<file path="src/rtl/link_cfg_pkg.sv">
package link_cfg_pkg;
  localparam logic [7:0] START_ADDR  = 8'hDF;
  localparam logic [7:0] PARAM_BASE  = 8'hE0;
  localparam logic [7:0] COMMIT_ADDR = 8'hEE;
  localparam int unsigned NREG = 14;
  localparam logic [7:0] PARAM_LAST = PARAM_BASE + 8'(NREG - 1);

  // writable bits per staged byte; fixed-zero fields are masked out
  function automatic logic [7:0] reg_mask(input int unsigned idx);
    case (idx)
      0:  return 8'hFF;
      1:  return 8'h0F;
      2:  return 8'h1F;
      3:  return 8'h9F;
      4:  return 8'hFF;
      5:  return 8'h1F;
      6:  return 8'hFF;
      7:  return 8'h1F;
      8:  return 8'hFF;
      9:  return 8'hFF;
      11: return 8'hFF;
      default: return 8'h00;
    endcase
  endfunction

  // maximum-capability reset values
  function automatic logic [7:0] reg_default(input int unsigned idx,
                                             input logic [4:0] lane_max,
                                             input logic [4:0] res_max);
    case (idx)
      3: return {3'b000, lane_max};
      4: return 8'h01;
      5: return 8'h0F;
      6: return 8'h01;
      7: return {3'b000, res_max};
      8: return {3'b000, 5'd15};
      9: return {3'b001, 5'd0};
      default: return 8'h00;
    endcase
  endfunction
endpackage

</file>
<file path="src/rtl/lcb_seq.sv">
module lcb_seq
  import link_cfg_pkg::*;
(
  input  logic       clk_i,
  input  logic       rst_ni,
  input  logic       wr_en_i,
  input  logic [7:0] wr_addr_i,
  input  logic       wr_bit0_i,
  output logic       open_o,
  output logic       commit_o,
  output logic       stage_we_o,
  output logic [7:0] stage_idx_o,
  output logic       upd_o
);
  logic open_q, upd_q, start_wr, commit_wr, in_param;

  assign in_param  = (wr_addr_i >= PARAM_BASE) && (wr_addr_i <= PARAM_LAST);
  assign start_wr  = wr_en_i && (wr_addr_i == START_ADDR) && wr_bit0_i;
  assign commit_wr = wr_en_i && (wr_addr_i == COMMIT_ADDR) && wr_bit0_i;

  assign commit_o    = commit_wr && open_q;
  assign stage_we_o  = wr_en_i && in_param && open_q;
  assign stage_idx_o = wr_addr_i - PARAM_BASE;

  always_ff @(posedge clk_i or negedge rst_ni) begin
    if (!rst_ni) begin
      open_q <= 1'b0;
      upd_q  <= 1'b0;
    end else begin
      upd_q <= commit_o;
      if (commit_o)      open_q <= 1'b0;
      else if (start_wr) open_q <= 1'b1;
    end
  end

  assign open_o = open_q;
  assign upd_o  = upd_q;
endmodule

</file>
<file path="src/rtl/lcb_stage.sv">
module lcb_stage
  import link_cfg_pkg::*;
#(
  parameter logic [4:0] LANE_MAX = 5'd3,
  parameter logic [4:0] RES_MAX  = 5'd13
) (
  input  logic                 clk_i,
  input  logic                 rst_ni,
  input  logic                 we_i,
  input  logic [7:0]           idx_i,
  input  logic [7:0]           wdata_i,
  output logic [NREG-1:0][7:0] stage_o
);
  for (genvar i = 0; i < NREG; i++) begin : g_byte
    localparam logic [7:0] MASK = reg_mask(i);
    localparam logic [7:0] DFLT = reg_default(i, LANE_MAX, RES_MAX);
    logic [7:0] q;
    always_ff @(posedge clk_i or negedge rst_ni) begin
      if (!rst_ni)                       q <= DFLT;
      else if (we_i && idx_i == 8'(i))   q <= wdata_i & MASK;
    end
    assign stage_o[i] = q;
  end
endmodule

</file>
<file path="src/rtl/lcb_active.sv">
module lcb_active
  import link_cfg_pkg::*;
#(
  parameter logic [4:0] LANE_MAX = 5'd3,
  parameter logic [4:0] RES_MAX  = 5'd13
) (
  input  logic                 clk_i,
  input  logic                 rst_ni,
  input  logic                 load_i,
  input  logic [NREG-1:0][7:0] stage_i,
  output logic [7:0]           dev_id_o,
  output logic [3:0]           bank_id_o,
  output logic [4:0]           lane_id_o,
  output logic                 scr_en_o,
  output logic [4:0]           lanes_o,
  output logic [7:0]           octets_o,
  output logic [4:0]           frames_o,
  output logic [7:0]           conv_o,
  output logic [4:0]           res_o,
  output logic [4:0]           nbits_o,
  output logic [2:0]           subcls_o,
  output logic [2:0]           ver_o,
  output logic [4:0]           spf_o,
  output logic [7:0]           rsvd_o
);
  localparam logic [7:0] D3 = reg_default(3, LANE_MAX, RES_MAX);
  localparam logic [7:0] D4 = reg_default(4, LANE_MAX, RES_MAX);
  localparam logic [7:0] D5 = reg_default(5, LANE_MAX, RES_MAX);
  localparam logic [7:0] D6 = reg_default(6, LANE_MAX, RES_MAX);
  localparam logic [7:0] D7 = reg_default(7, LANE_MAX, RES_MAX);
  localparam logic [7:0] D8 = reg_default(8, LANE_MAX, RES_MAX);
  localparam logic [7:0] D9 = reg_default(9, LANE_MAX, RES_MAX);
  localparam logic [2:0] SUBCLS_BAD = 3'b001;

  logic [4:0] lanes_lim, res_lim;
  logic [2:0] subcls_nxt;
  logic       unused_stage;

  // downgrade only: clamp to speed-grade ceiling
  assign lanes_lim  = (stage_i[3][4:0] > LANE_MAX) ? LANE_MAX : stage_i[3][4:0];
  assign res_lim    = (stage_i[7][4:0] > RES_MAX)  ? RES_MAX  : stage_i[7][4:0];
  assign subcls_nxt = (stage_i[8][7:5] == SUBCLS_BAD) ? subcls_o : stage_i[8][7:5];
  assign unused_stage = ^{stage_i[1][7:4], stage_i[2][7:5], stage_i[3][6:5],
                          stage_i[5][7:5], stage_i[7][7:5], stage_i[10],
                          stage_i[12], stage_i[13]};

  always_ff @(posedge clk_i or negedge rst_ni) begin
    if (!rst_ni) begin
      dev_id_o  <= '0;
      bank_id_o <= '0;
      lane_id_o <= '0;
      scr_en_o  <= D3[7];
      lanes_o   <= D3[4:0];
      octets_o  <= D4;
      frames_o  <= D5[4:0];
      conv_o    <= D6;
      res_o     <= D7[4:0];
      nbits_o   <= D8[4:0];
      subcls_o  <= D8[7:5];
      ver_o     <= D9[7:5];
      spf_o     <= D9[4:0];
      rsvd_o    <= '0;
    end else if (load_i) begin
      dev_id_o  <= stage_i[0];
      bank_id_o <= stage_i[1][3:0];
      lane_id_o <= stage_i[2][4:0];
      scr_en_o  <= stage_i[3][7];
      lanes_o   <= lanes_lim;
      octets_o  <= stage_i[4];
      frames_o  <= stage_i[5][4:0];
      conv_o    <= stage_i[6];
      res_o     <= res_lim;
      nbits_o   <= stage_i[8][4:0];
      subcls_o  <= subcls_nxt;
      ver_o     <= stage_i[9][7:5];
      spf_o     <= stage_i[9][4:0];
      rsvd_o    <= stage_i[11];
    end
  end
endmodule

</file>
<file path="src/rtl/link_cfg_bank.sv">
module link_cfg_bank
  import link_cfg_pkg::*;
#(
  parameter logic [4:0] LANE_MAX = 5'd3,
  parameter logic [4:0] RES_MAX  = 5'd13
) (
  input  logic       clk_i,
  input  logic       rst_ni,
  input  logic       wr_en_i,
  input  logic [7:0] wr_addr_i,
  input  logic [7:0] wr_data_i,
  input  logic [7:0] rd_addr_i,
  output logic [7:0] rd_data_o,
  output logic       xmit_hold_o,
  output logic       cfg_upd_o,
  output logic [7:0] dev_id_o,
  output logic [3:0] bank_id_o,
  output logic [4:0] lane_id_o,
  output logic       scr_en_o,
  output logic [4:0] lanes_o,
  output logic [7:0] octets_o,
  output logic [4:0] frames_o,
  output logic [7:0] conv_o,
  output logic [4:0] res_o,
  output logic [4:0] nbits_o,
  output logic [2:0] subcls_o,
  output logic [2:0] ver_o,
  output logic [4:0] spf_o,
  output logic [7:0] rsvd_o
);
  logic                 open, commit, stage_we;
  logic [7:0]           stage_idx, rd_idx;
  logic [NREG-1:0][7:0] stage;

  lcb_seq u_seq (
    .clk_i, .rst_ni, .wr_en_i, .wr_addr_i,
    .wr_bit0_i   (wr_data_i[0]),
    .open_o      (open),
    .commit_o    (commit),
    .stage_we_o  (stage_we),
    .stage_idx_o (stage_idx),
    .upd_o       (cfg_upd_o)
  );

  lcb_stage #(.LANE_MAX(LANE_MAX), .RES_MAX(RES_MAX)) u_stage (
    .clk_i, .rst_ni,
    .we_i    (stage_we),
    .idx_i   (stage_idx),
    .wdata_i (wr_data_i),
    .stage_o (stage)
  );

  lcb_active #(.LANE_MAX(LANE_MAX), .RES_MAX(RES_MAX)) u_active (
    .clk_i, .rst_ni,
    .load_i  (commit),
    .stage_i (stage),
    .dev_id_o, .bank_id_o, .lane_id_o, .scr_en_o, .lanes_o, .octets_o,
    .frames_o, .conv_o, .res_o, .nbits_o, .subcls_o, .ver_o, .spf_o, .rsvd_o
  );

  assign xmit_hold_o = open;
  assign rd_idx = rd_addr_i - PARAM_BASE;

  // commit bit applies in one cycle, so it always reads back 0
  always_comb begin
    rd_data_o = '0;
    if (rd_addr_i == START_ADDR)
      rd_data_o = {7'b0, open};
    else if (rd_addr_i >= PARAM_BASE && rd_addr_i <= PARAM_LAST)
      rd_data_o = stage[rd_idx[3:0]];
  end
endmodule

</file>
<file path="config.mk">
export PLATFORM = sky130hd
export DESIGN_NAME = link_cfg_bank
export DESIGN_NICKNAME = d
export VERILOG_FILES = /design/src/rtl/link_cfg_pkg.sv /design/src/rtl/lcb_seq.sv /design/src/rtl/lcb_stage.sv /design/src/rtl/lcb_active.sv /design/src/rtl/link_cfg_bank.sv
export SDC_FILE = /design/constraint.sdc
export NUM_CORES = 1
export LEC_CHECK = 0
export ABC_AREA = 1
export BUFFER_PORTS_ARGS = -buffer_cell sky130_fd_sc_hd__clkbuf_2
export CORE_MARGIN = 1
export CORE_UTILIZATION = 49
export CTS_CLUSTER_DIAMETER = 60
export DETAILED_ROUTE_END_ITERATION = 16
export GPL_ROUTABILITY_DRIVEN = 0
export GPL_TIMING_DRIVEN = 1
export PLACE_DENSITY = 0.7
export SETUP_SLACK_MARGIN = 0.3
export SYNTH_ARGS = -nofsm -noshare
export SYNTH_HDL_FRONTEND = slang
export SYNTH_SLANG_ARGS = --single-unit
export TNS_END_PERCENT = 20
</file>
<file path="constraint.sdc">
create_clock -name clk_i -period 1.8 [get_ports clk_i]
set_input_delay 0.36 -clock clk_i [delete_from_list [all_inputs] [get_ports clk_i]]
set_output_delay 0.36 -clock clk_i [all_outputs]
set_load 0.02 [all_outputs]
</file>
==> qor.yml <==
placed_design:
  hpwlAfterDp_mm: 14.7
  place_ws_ns: -0.135
  portBuffers: 109
global_routing:
  antenna_found_initial: 0
  grt_use_met2_pct: 40.0
  grt.overflow.total: 0
  use_met3_pct: 5.49
  grt_max_degree: 59
  grt_pass1_wl_mm: 32.0
  grt_pass1_vias: 5964
  grt-busiest-layer: "met1"
  grt_util_met1_pct: 41.5
  grtUsageTotal_pct: 28.2
cells_and_area:
  fill_cells: 1206
  final_core_util_pct: 64.0
  drive_above_1_share_pct: 34.5
  nets: 1057
  syn_to_final_growth_pct: 27.6
  diodes: 0
drt:
  routed_wl_mm: 20.9
  ant_nets: 0
  dr.pass1.iters: 6
  vias: 6623
  via_per_inst: 5.40
  avgRoutedWirePerCell_um: 17.0
  drt_iter0_markers: 665
  drc: 0
timing:
  worst_pin_slew_ns: 0.399
  worst_slack_ns: -0.195
  slew_headroom_pct: 73.4
  fin_crit_sh_pct: 111
  rsz0062_at_grt: "true"
  hold_ws_ns: 0.288
  fin_crit_ns: 1.99
  final-hold-violation-count: 0
  fin_skew_ns: 0.00905
  slew_viol_final: 0
  setup_violations: 8
  clock.fmax_mhz: 501
pwr:
  leakage_nw: 4.92
  vdd_drop_max_v: 0.000652
  powerDensity_nw_per_um2: 771
cts:
  clk_latency_ns: 0.42
  cts_root_buf: "clkbuf_16"
  cts_sinks: 148
  cts_tree: "yes"
  clkSlewWorstSetupHoldPaths_ns: 0.05
  cts_buffers: 17
  cts_buffer_depth: 2
  h-tree-depth: 4
synth:
  syn_nets: 897
  synth_top_area_cell: "dfrtp_1"
  synth_cells: 869
  yosysWarnings: 0
  ys_seq_area_share_pct: 51.3
  avgSynthCellArea_um2: 8.40
  synthDistinctLibCells: 36
  synth_area_leaders: "dfrtp_1 40%, nand2_1 18%, dfstp_2 12%"
  synth_top_area_share_pct: 39.8
  synth_seq_cells: 148
  synth_area_um2: 7300
outcome:
  outcome: "finished, violations left"
  failed_checks: "negative setup slack"
floorplan:
  dieArea_um2: 15400
  core_um2: 14500
  io_pins: 110
  die_h_um: 124
  std_cell_rows: 44
  initial_core_util_pct: 50.2
  die_w_um: 124
critical_path:
  worst-path-buf-inv: 2
  crit_path_start_kind: "flip-flop"
  crit_slowest_cell: "dfstp_2"
  path_max_fanout: 2
  crit_path_cell_trace: "nor2_1, nor2_1, nand3_1, nand3_1, nand2_2, inv_2, clkbuf_8"
  slowest_delay_ns: 0.57
  arrival_ns: 1.63
  crit_family: "flip-flops"
  setup.worst_path.class: "flip-flop to primary output"
  cp-end-kind: "primary output"
  required_ns: 1.44
worst_hold_path:
  hp-class: "input pin to flip-flop"
job:
  drv_cap: 0
sequential cells by signal, indices dropped and copies added (netlist names):
| register | count |
|---|---|
| u_stage.g_byte.q | 73 |
| u_active.conv_o | 8 |
| u_active.dev_id_o | 8 |
| u_active.octets_o | 8 |
| u_active.rsvd_o | 8 |
| u_active.frames_o | 5 |
| u_active.lane_id_o | 5 |
| u_active.lanes_o | 5 |
| u_active.nbits_o | 5 |
| u_active.res_o | 5 |
| u_active.spf_o | 5 |
| u_active.bank_id_o | 4 |
| u_active.subcls_o | 3 |
| u_active.ver_o | 3 |
| u_active.scr_en_o | 1 |
| u_seq.open_o | 1 |
| u_seq.upd_o | 1 |
cell families (layout without fill, tap and decap cells):
group,count (synthesis),in the layout,synth area share (%)
fa+ha+maj,1,1,0.171
flops,148,148,51.3
simple gates,529,531,34.1
buf+inv,114,285,8.86
compound gates,76,76,5.42
xor+xnor,1,1,0.120
worst register-to-register path, delay by kind of cell, from the launching register on:
kind	cells	cell delay, ns
flip-flops	1	0.38
buffers and inverters	2	0.40
AND/OR/NAND/NOR	5	0.70
power by group:
part / switching (mW) / internal (mW) / leakage [nW]
registers: 0.00153 / 3.33 / 1.94
clock network: 1.32 / 2.03 / 0.286
logic: 0.332 / 0.155 / 2.69
placed cells by master (no fill, tap or decap), types with 17 or more instances in the layout:
cell       synthesis  layout
nand2_1          342     310
dfrtp_1          116     113
clkbuf_2           0      89
nand4_1           73      73
buf_4              7      61
inv_1             64      45
nor2_1            48      44
o21ai_1           30      41
nand2_2            6      36
dfstp_2           32      32
nand3_1           28      23
inv_2              4      21
clkbuf_16          0      17
stage by stage:
stage	TNS (ns)	power [mW]	cell area [um2]	instances
after floorplan	0	3.65	7410	869
after global placement	-0.834	3.84	8270	1173
after detailed placement	-0.907	3.85	8270	1173
after CTS	-1.02	7.20	9010	1213
after global routing	-1.30	7.41	9310	1226
final	-0.812	7.17	9310	1226
final timing paths:
path | from | to | slack (ns) | cells past startpoint
worst max-delay path | u_stage.g_byte[7].q[3]$_DFFE_PN1P_ | rd_data_o[3] | -0.19 | 7
worst min-delay path | wr_data_i[6] | u_stage.g_byte[9].q[6]$_DFFE_PN0P_ | 0.29 | 3
worst max register to register | u_seq.open_o$_DFFE_PN0P_ | u_stage.g_byte[0].q[5]$_DFFE_PN0P_ | 0.22 | 7
worst min register to register | u_active.res_o[0]$_DFFE_PN1P_ | u_active.res_o[0]$_DFFE_PN1P_ | 0.46 | 2
max in group asynchronous | rst_ni | u_stage.g_byte[7].q[0]$_DFFE_PN1P_ | 0.72 | 3
min in group asynchronous | rst_ni | u_active.bank_id_o[2]$_DFFE_PN0P_ | 0.41 | 2
timing repair:
item                                   CTS  global route
resized for setup                       37            86
endpoints found under the hold margin   30             0
buffers inserted                         6            12
pin swaps                               12            60
hold buffers                             1             0
setup endpoints to repair               30           123
cloned                                   1             1
cells in the mapped netlist:
cell        n
nor2_4      5
buf_12      1
dfstp_2    32
nand3_2     3
or2_2       6
a31oi_1     2
inv_2       4
clkbuf_8    1
o22ai_1     5
nand2_2     6
ha_1        1
nor2_1     48
o21ai_2     1
clkbuf_1    6
buf_8       1
nor2_8      6
a21oi_1     8
nand2_1   342
buf_6      19
o21ai_1    30
inv_1      64
nor3_1      1
buf_2      10
o21ai_0    29
dfrtp_1   116
nand3b_1    2
nand3_1    28
xnor2_1     1
nand3_4     5
nor3_2      1
o211ai_1    1
buf_4       7
nand4_1    73
nor2_2      2
nor3b_4     1
clkinv_1    1
per-layer routing:
metal  vias up  share of wire [%]
met1      3096                 44
li1       3139                  -
met3        45                8.9
met2       343                 44
met5         -                  0
met4         0                2.9
layout make-up:
class / instances / area [um2] / share of cell area (%)
Sequential cell: 148 / 3750 / 40.3
Multi-Input combinational cell: 609 / 3140 / 33.8
Timing Repair Buffer: 184 / 1350 / 14.5
Clock buffer: 23 / 488 / 5.24
Inverter: 69 / 277 / 2.97
Tap cell: 184 / 230 / 2.47
Clock inverter: 9 / 77.6 / 0.833
(Power assumes the default switching activity.)
